## config.mk

```make
export PLATFORM = sky130hd
export DESIGN_NAME = reset_hub
export DESIGN_NICKNAME = d
export VERILOG_FILES = /design/src/rtl/reset_hub_pkg.sv /design/src/rtl/reset_hub_pin_filter.sv /design/src/rtl/reset_hub_stretch.sv /design/src/rtl/reset_hub_cause.sv /design/src/rtl/reset_hub.sv
export SDC_FILE = /design/constraint.sdc
export NUM_CORES = 1
export LEC_CHECK = 0
export BUFFER_PORTS_ARGS = -buffer_cell sky130_fd_sc_hd__buf_4
export CAP_MARGIN = 20
export CORE_MARGIN = 3
export CORE_UTILIZATION = 48
export CTS_CLUSTER_SIZE = 10
export DETAILED_ROUTE_END_ITERATION = 10
export PLACE_DENSITY = 0.78
export SYNTH_ARGS = -nofsm -noshare
export SYNTH_HDL_FRONTEND = slang
export SYNTH_SLANG_ARGS = --single-unit
```

## constraint.sdc

```tcl
create_clock -name clk -period 2.6 [get_ports clk]
set_input_delay 0.52 -clock clk [delete_from_list [all_inputs] [get_ports clk]]
set_output_delay 0.52 -clock clk [all_outputs]
set_load 0.01 [all_outputs]
```

## src/rtl/reset_hub_pkg.sv

```systemverilog
package reset_hub_pkg;
  localparam int NFLAG       = 9;
  localparam int FL_POR      = 0;
  localparam int FL_BOR      = 1;
  localparam int FL_PIN_RUN  = 2;
  localparam int FL_PIN_SLP  = 3;
  localparam int FL_WDT_RST  = 4;
  localparam int FL_WDT_WAKE = 5;
  localparam int FL_SWR      = 6;
  localparam int FL_TRAP     = 7;
  localparam int FL_ILLOP    = 8;

  localparam logic [NFLAG-1:0] FLAGS_AFTER_POR =
    NFLAG'((1 << FL_POR) | (1 << FL_BOR));
endpackage

```

## src/rtl/reset_hub_pin_filter.sv

```systemverilog
module reset_hub_pin_filter #(
  parameter int SYNC_STAGES = 2,
  parameter int FILT_CYC    = 4
) (
  input  logic clk,
  input  logic init_i,
  input  logic pin_n_i,
  output logic low_o
);
  localparam int CW = $clog2(FILT_CYC + 1);

  logic [SYNC_STAGES-1:0] sync_q;
  logic                   pin_s;
  logic                   filt_hi;
  logic [CW-1:0]          cnt;

  always_ff @(posedge clk) begin
    if (init_i) sync_q <= '1;
    else        sync_q <= {sync_q[SYNC_STAGES-2:0], pin_n_i};
  end

  assign pin_s = sync_q[SYNC_STAGES-1];

  always_ff @(posedge clk) begin
    if (init_i) begin
      filt_hi <= 1'b1;
      cnt     <= '0;
    end else if (pin_s != filt_hi) begin
      if (cnt == CW'(FILT_CYC - 1)) begin
        filt_hi <= pin_s;
        cnt     <= '0;
      end else begin
        cnt <= cnt + 1'b1;
      end
    end else begin
      cnt <= '0;
    end
  end

  assign low_o = ~filt_hi;

  // independent run counter of low samples, saturating
  logic [CW-1:0] run_lo;
  always_ff @(posedge clk) begin
    if (init_i || pin_s)              run_lo <= '0;
    else if (run_lo != CW'(FILT_CYC)) run_lo <= run_lo + 1'b1;
  end

  p_short_low_ignored_r3: assert property (@(posedge clk) disable iff (init_i)
    $fell(filt_hi) |-> (run_lo >= CW'(FILT_CYC)));
endmodule

```

## src/rtl/reset_hub_stretch.sv

```systemverilog
module reset_hub_stretch #(
  parameter int STRETCH = 8
) (
  input  logic clk,
  input  logic init_i,
  input  logic req_i,
  output logic rst_o
);
  localparam int CW = (STRETCH > 1) ? $clog2(STRETCH) : 1;

  logic          rst_q;
  logic [CW-1:0] cnt;

  always_ff @(posedge clk) begin
    if (req_i) begin
      rst_q <= 1'b1;
      cnt   <= '0;
    end else if (rst_q) begin
      if (cnt == CW'(STRETCH - 1)) begin
        rst_q <= 1'b0;
        cnt   <= '0;
      end else begin
        cnt <= cnt + 1'b1;
      end
    end
  end

  assign rst_o = rst_q;

  p_set_on_req_r8: assert property (@(posedge clk) disable iff (init_i)
    req_i |=> rst_q);
  p_no_release_under_req_r8: assert property (@(posedge clk) disable iff (init_i)
    $fell(rst_q) |-> !$past(req_i));
endmodule

```

## src/rtl/reset_hub_cause.sv

```systemverilog
module reset_hub_cause
  import reset_hub_pkg::*;
#(
  parameter int NF = NFLAG
) (
  input  logic          clk,
  input  logic          por_i,
  input  logic [NF-1:0] set_i,
  input  logic          wr_en_i,
  input  logic [NF-1:0] wr_data_i,
  output logic [NF-1:0] cause_o
);
  logic [NF-1:0] cause_q;
  logic [NF-1:0] clr;

  assign clr = wr_en_i ? wr_data_i : '0;

  always_ff @(posedge clk) begin
    if (por_i) cause_q <= NF'(FLAGS_AFTER_POR);
    else       cause_q <= (cause_q & ~clr) | set_i;
  end

  assign cause_o = cause_q;

  p_por_pattern_r1: assert property (@(posedge clk)
    por_i |=> (cause_q == NF'(FLAGS_AFTER_POR)));
  p_flags_sticky_r9: assert property (@(posedge clk) disable iff (por_i)
    !wr_en_i |=> ((cause_q & $past(cause_q)) == $past(cause_q)));
  p_w1c_r10: assert property (@(posedge clk) disable iff (por_i)
    wr_en_i |=> ((cause_q & $past(wr_data_i & ~set_i)) == '0));
endmodule

```

## src/rtl/reset_hub.sv

```systemverilog
module reset_hub
  import reset_hub_pkg::*;
#(
  parameter int SYNC_STAGES = 2,
  parameter int FILT_CYC    = 4,
  parameter int STRETCH     = 8
) (
  input  logic             clk,
  input  logic             por_i,
  input  logic             bor_i,
  input  logic             bor_en_i,
  input  logic             pin_rst_n_i,
  input  logic             sleep_i,
  input  logic             wdt_i,
  input  logic             swrst_i,
  input  logic             trap_i,
  input  logic             illop_i,
  input  logic             wr_en_i,
  input  logic [NFLAG-1:0] wr_data_i,
  output logic             sys_rst_o,
  output logic [NFLAG-1:0] cause_o
);
  logic             pin_low, pin_low_q, pin_entry;
  logic             bor_act, wdt_rst, wdt_wake;
  logic             any_req;
  logic [NFLAG-1:0] set_vec;

  reset_hub_pin_filter #(
    .SYNC_STAGES (SYNC_STAGES),
    .FILT_CYC    (FILT_CYC)
  ) i_pin_filter (
    .clk     (clk),
    .init_i  (por_i),
    .pin_n_i (pin_rst_n_i),
    .low_o   (pin_low)
  );

  always_ff @(posedge clk) begin
    if (por_i) pin_low_q <= 1'b0;
    else       pin_low_q <= pin_low;
  end

  assign pin_entry = pin_low & ~pin_low_q;
  assign bor_act   = bor_i & bor_en_i;
  assign wdt_rst   = wdt_i & ~sleep_i;
  assign wdt_wake  = wdt_i & sleep_i;

  always_comb begin
    set_vec              = '0;
    set_vec[FL_BOR]      = bor_act;
    set_vec[FL_PIN_RUN]  = pin_entry & ~sleep_i;
    set_vec[FL_PIN_SLP]  = pin_entry & sleep_i;
    set_vec[FL_WDT_RST]  = wdt_rst;
    set_vec[FL_WDT_WAKE] = wdt_wake;
    set_vec[FL_SWR]      = swrst_i;
    set_vec[FL_TRAP]     = trap_i;
    set_vec[FL_ILLOP]    = illop_i;
  end

  assign any_req = por_i | bor_act | pin_low | wdt_rst | swrst_i | trap_i | illop_i;

  reset_hub_stretch #(
    .STRETCH (STRETCH)
  ) i_stretch (
    .clk    (clk),
    .init_i (por_i),
    .req_i  (any_req),
    .rst_o  (sys_rst_o)
  );

  reset_hub_cause #(
    .NF (NFLAG)
  ) i_cause (
    .clk       (clk),
    .por_i     (por_i),
    .set_i     (set_vec),
    .wr_en_i   (wr_en_i),
    .wr_data_i (wr_data_i),
    .cause_o   (cause_o)
  );

  p_wake_no_reset_r6: assert property (@(posedge clk) disable iff (por_i)
    (wdt_i && sleep_i && !sys_rst_o && !bor_act && !pin_low && !swrst_i && !trap_i && !illop_i)
    |=> (!sys_rst_o && cause_o[FL_WDT_WAKE]));
  p_wdt_reset_flag_r5: assert property (@(posedge clk) disable iff (por_i)
    (wdt_i && !sleep_i) |=> (sys_rst_o && cause_o[FL_WDT_RST]));
  p_bor_masked_r2: assert property (@(posedge clk) disable iff (por_i)
    (bor_i && !bor_en_i && !$past(cause_o[FL_BOR]) && !wr_en_i) |=> !cause_o[FL_BOR]);
endmodule

```

### Yosys cells after proc, flatten, opt, wreduce, memory -nomap -nowiden

Index checks and enable logic that the tools add are counted.
Widths: inputs -> output; s select.

| word-level totals | value |
|---|---|
| flip-flop bits (word level) | 20 |
| bits of input ports | 20 |
| output and inout bits | 10 |
| word-level logic and storage cells | 37 |

| operators by class | value |
|---|---|
| add/subtract/negate cells | 2 |
| equality and inequality tests | 3 |
| multiplexer cells | 4 |
| bitwise logic cells | 19 |
| reduce and logical (&&, ||, !) cells | 2 |

Operators by type and width:

| kind | number |
|---|---|
| $and 9x9->9 | 1 |
| $mux 9 | 1 |
| $not 9->9 | 1 |
| $or 9x9->9 | 1 |
| $add 3x1->3 const B | 2 |
| $and 1x1->1 | 6 |
| $or 1x1->1 | 6 |
| $not 1->1 | 4 |
| $eq 3x2->1 const B | 1 |
| $eq 3x3->1 const B | 1 |
| $mux 3 | 1 |
| $reduce_or 3->1 | 1 |
| $mux 1 | 2 |
| $reduce_and 2->1 | 1 |
| $ne 1x1->1 | 1 |

### Longest topological paths before layout

| logic depth | value |
|---|---|
| word-level depth | 7 |
| mapped depth | 4 |
| gate-level depth less buffers | 4 |

### By module

A second synthesis with hierarchy kept.

| second synthesis, totals | value |
|---|---|
| cells, all modules | 82 |
| area total of the unflattened synthesis | 818.3 um^2 |

By module, submodules not included:

| module | times used | cells an instance | area each (um^2) | seq. area each (um^2) |
|---|---|---|---|---|
| reset_hub_cause | 1 | 36 | 340.3 | 180.2 |
| reset_hub_pin_filter | 1 | 19 | 216.5 | 120.1 |
| reset_hub_stretch | 1 | 16 | 172.7 | 80.1 |
| reset_hub | 1 | 11 | 88.8 | 20.0 |

### Least setup slack after synthesis

OpenSTA, ideal clock, no wires.

| path | value |
|---|---|
| path type | input port to flip-flop |
| start point | input port trap_i |
| end point | register i_stretch.rst_q, in the netlist i_stretch.rst_o |
| library setup time | 0.134 ns |
| arrival time | 1.503 ns |
| data required time | 2.466 ns |
| setup slack | 0.962 ns |
| stages on the path | 2 |
| buffers on the path | 0 |
| cells stage by stage | or4b_4 or4_1 |

| between the ends | value |
|---|---|
| word-level cells in the longest chain between the ends | 2 |

RTL lines:

| element | RTL line | RTL |
|---|---|---|
| start: declaration | reset_hub.sv:16 | `input logic trap_i,` |
| $or 1x1->1 (2 in a row) | reset_hub.sv:60 | `assign any_req = por_i \| bor_act \| pin_low \| wdt_rst \| swrst_i \| trap_i \| illop_i;` |
| end signal: assignment | reset_hub_stretch.sv:16 | `rst_q <= 1'b1;` |
| end signal: assignment | reset_hub_stretch.sv:20 | `rst_q <= 1'b0;` |
| end: declaration | reset_hub_stretch.sv:11 | `logic rst_q;` |

Every way passes these cells.
A chain may end at the register's enable or synchronous reset.

### Worst setup path after layout

| path | value |
|---|---|
| start point | register i_stretch.cnt[0] |
| end point | register i_stretch.cnt[0] |

| between the ends | value |
|---|---|
| word-level cells in the longest chain between the ends | 2 |
| elaborated cells between the ends (all ways) | 3 |
| those cells by class | add/sub (1); eq/ne (1); mux (1) |

RTL lines:

| element | RTL line | RTL |
|---|---|---|
| start: declaration | reset_hub_stretch.sv:12 | `logic [CW-1:0] cnt;` |
| start signal: assignment | reset_hub_stretch.sv:23 | `cnt <= cnt + 1'b1;` |
| $add 3x1->3 or $eq 3x3->1 (tied branches) | reset_hub_stretch.sv:23, reset_hub_stretch.sv:19 |  |
| $mux 3 (*) | reset_hub_stretch.sv:19 | `if (cnt == CW'(STRETCH - 1)) begin` |

Every way passes the cells marked *; elsewhere a longest branch is shown, timed or not.

==> impl_metrics.ini <==
[sta]
tns_ps = 0
period_needed_ps = 1780
fin_crit_sh_pct = 68.3
drv_slew = 0
relSlewSlack_pct = 69.4
setup_viol = 0
rsz0062_at_grt = no
hold_viol_final = 0
worst_pin_slew_ps = 447
skew_ps = 4.94
timing.fmax_mhz = 563

[power_and_ir_drop]
pwr-share-seq_pct = 61.1
pwr-share-comb_pct = 11.9
p_int_w = 0.000409
power_density_nw_per_um2 = 509
swShare_pct = 21.9
finalPower_w = 0.000523
switchingPower_w = 0.000115
vdd_drop_max_mv = 0.415
p_leak_nw = 0.464
clock_power_share_pct = 27.0

[floorplan]
row_count = 13
die_h_um = 46.2
fp.dieArea_um2 = 2140
start_util_pct = 55.5
coreArea_um2 = 1400
ios = 30
die_x_um = 46.2

[placed_design]
io_buffer_count = 29
post-dp-hpwl_um = 1190
place_area_um2 = 1010
place.gp.congestion = 0.651

[finish]
fin_nets = 125
final_area_um2 = 1030
diodes = 0
layout-drive-gt1-share_pct = 44.4
final_common_cell = buf_4
syn2layout_area_growth_pct = 32.4
final_cell_mix = 29 x buf_4, 20 x dfxtp_1

[status]
status = finished clean

[worst_hold_path]
whs_path_depth = 2
hold_class = in2reg

[yosys]
syn-num-nets = 93
syn_area_um2 = 777
synth.distinct_cells = 24
yosys_warnings = 0
synthCells = 69
synth_seq_cells = 20
synth_area_leaders = dfxtp_1 52%, ha_1 6.4%, o21ba_2 5.2%, a21bo_2 3.9%, a21boi_0 3.9%
seq_area_frac_synth_pct = 51.5
netlist.area_leader.share_pct = 51.5
yosys.area.top_type = dfxtp_1
synth.avg_cell_area_um2 = 11.3

[global_route]
grt_pass1_wl_um = 2260
grt_max_degree = 17
grt_usage_pct = 15.5
antenna_found_initial = 0
overflow = 0
grt_pass1_vias = 588

[setup_path]
worstPathMaxFanout = 3
crit_arrival_ps = 1930
endpoint_kind = register
path_class = reg2reg
cp-start-kind = register
worstPathRequired_ps = 2750
r2r_cells = 4

[drt]
wl_met1_um = 611
wl_met3_um = 102
wl_met2_um = 739
drt-total-wl_um = 1490
drt_first_pass_iters = 2
maxUsedRoutingLayer = met4
drc = 0
drt-initial-drc-count = 1
avgViaCountPerCell = 5.35
num_vias = 610
detail-route-antenna-nets = 0
wire_per_inst_um = 13.1

[cts]
cts_tree = built
post_cts_buffers = 0
cts_buffers = 3
clockBufferDepth = 2
clkTransAtPathRegs_ps = 100
cts_sinks = 20
cts_resized = 0
cts_hold_buf = 0
clockRootBuffer = clkbuf_4
cts_max_level = 1
clk_latency_ps = 300

[job]
max_cap_violations = 0
==> worst paths after layout <==
check | slack (ps) | start | end
hold reg to reg | 430 | i_pin_filter.sync_q[0] | i_pin_filter.sync_q[1]
setup / recovery | 820 | i_stretch.cnt[0] | i_stretch.cnt[0]
setup reg to reg | 820 | i_stretch.cnt[0] | i_stretch.cnt[0]
hold / removal | 400 | pin_rst_n_i | i_pin_filter.sync_q[0]
==> registers in the layout, indices dropped and copies added, names as in the netlist <==
signal / count
i_cause.cause_o: 9
i_pin_filter.sync_q: 2
i_stretch.cnt: 3
i_stretch.rst_o: 1
i_pin_filter.filt_hi: 1
i_pin_filter.cnt: 3
pin_low_q: 1
==> worst max-delay path: stages, from the launching register on <==
cell and delay (ps):
dfxtp_1 340, ha_1 200, ha_1 190, or3b_2 430
a2111oi_0 480
==> stage by stage <==
| step | utilization, % | instances | setup slack (ps) | hold WS, ps |
|---|---|---|---|---|
| after detailed placement | 71.9 | 111 | 801 | 401 |
| after global placement | 71.9 | 111 | 825 | 403 |
| after floorplan | - | 69 | 962 | 389 |
| final | 73.5 | 114 | 823 | 403 |
| after global routing | 73.5 | 114 | 732 | 394 |
| after CTS | 73.5 | 114 | 791 | 396 |
==> cell families after synthesis <==
logic type / share of synthesized area [%]
fa+ha+maj: 6.44
xor+xnor: 1.13
simple gates: 16.9
mux: 2.58
compound gates: 20.0
flops: 51.5
buf+inv: 1.45
==> layer usage <==
| layer | up-vias | GRT usage, % |
|---|---|---|
| met5 | - | 0 |
| met4 | 0 | 11.9 |
| met3 | 5 | 2.34 |
| met2 | 20 | 27.5 |
| met1 | 271 | 15.8 |
| li1 | 314 | - |
==> power by group through the flow <==
stage               clock network [W]  logic [W]  registers (W)
floorplan                           0  0.0000216       0.000330
global placement                    0  0.0000618       0.000327
detailed placement                  0  0.0000627       0.000327
CTS                          0.000148  0.0000628       0.000320
global route                 0.000156  0.0000683       0.000321
finish                       0.000141  0.0000622       0.000320
==> area by class of cell <==
cell class / count / area, um2
Inverter: 1 / 3.75
Fill cell: 107 / 370
Tap cell: 15 / 18.8
Multi-Input combinational cell: 46 / 365
Timing Repair Buffer: 29 / 218
Sequential cell: 20 / 400
Clock buffer: 3 / 22.5
==> synth_stat cells <==
master / number
inv_1: 1
or4b_4: 1
nand2b_1: 1
a2111oi_0: 1
xnor2_1: 1
ha_1: 4
or2_2: 2
a211o_1: 1
nand2_1: 3
or4_1: 1
clkbuf_1: 2
or3_1: 1
o21ba_2: 4
nor2b_1: 3
nor2_1: 1
or3b_2: 2
a21boi_0: 4
dfxtp_1: 20
a21bo_2: 3
nor4_1: 4
mux2i_1: 2
a21oi_1: 3
nor4b_1: 1
a21o_1: 3
No activity file was read; power rests on OpenSTA's default activity.
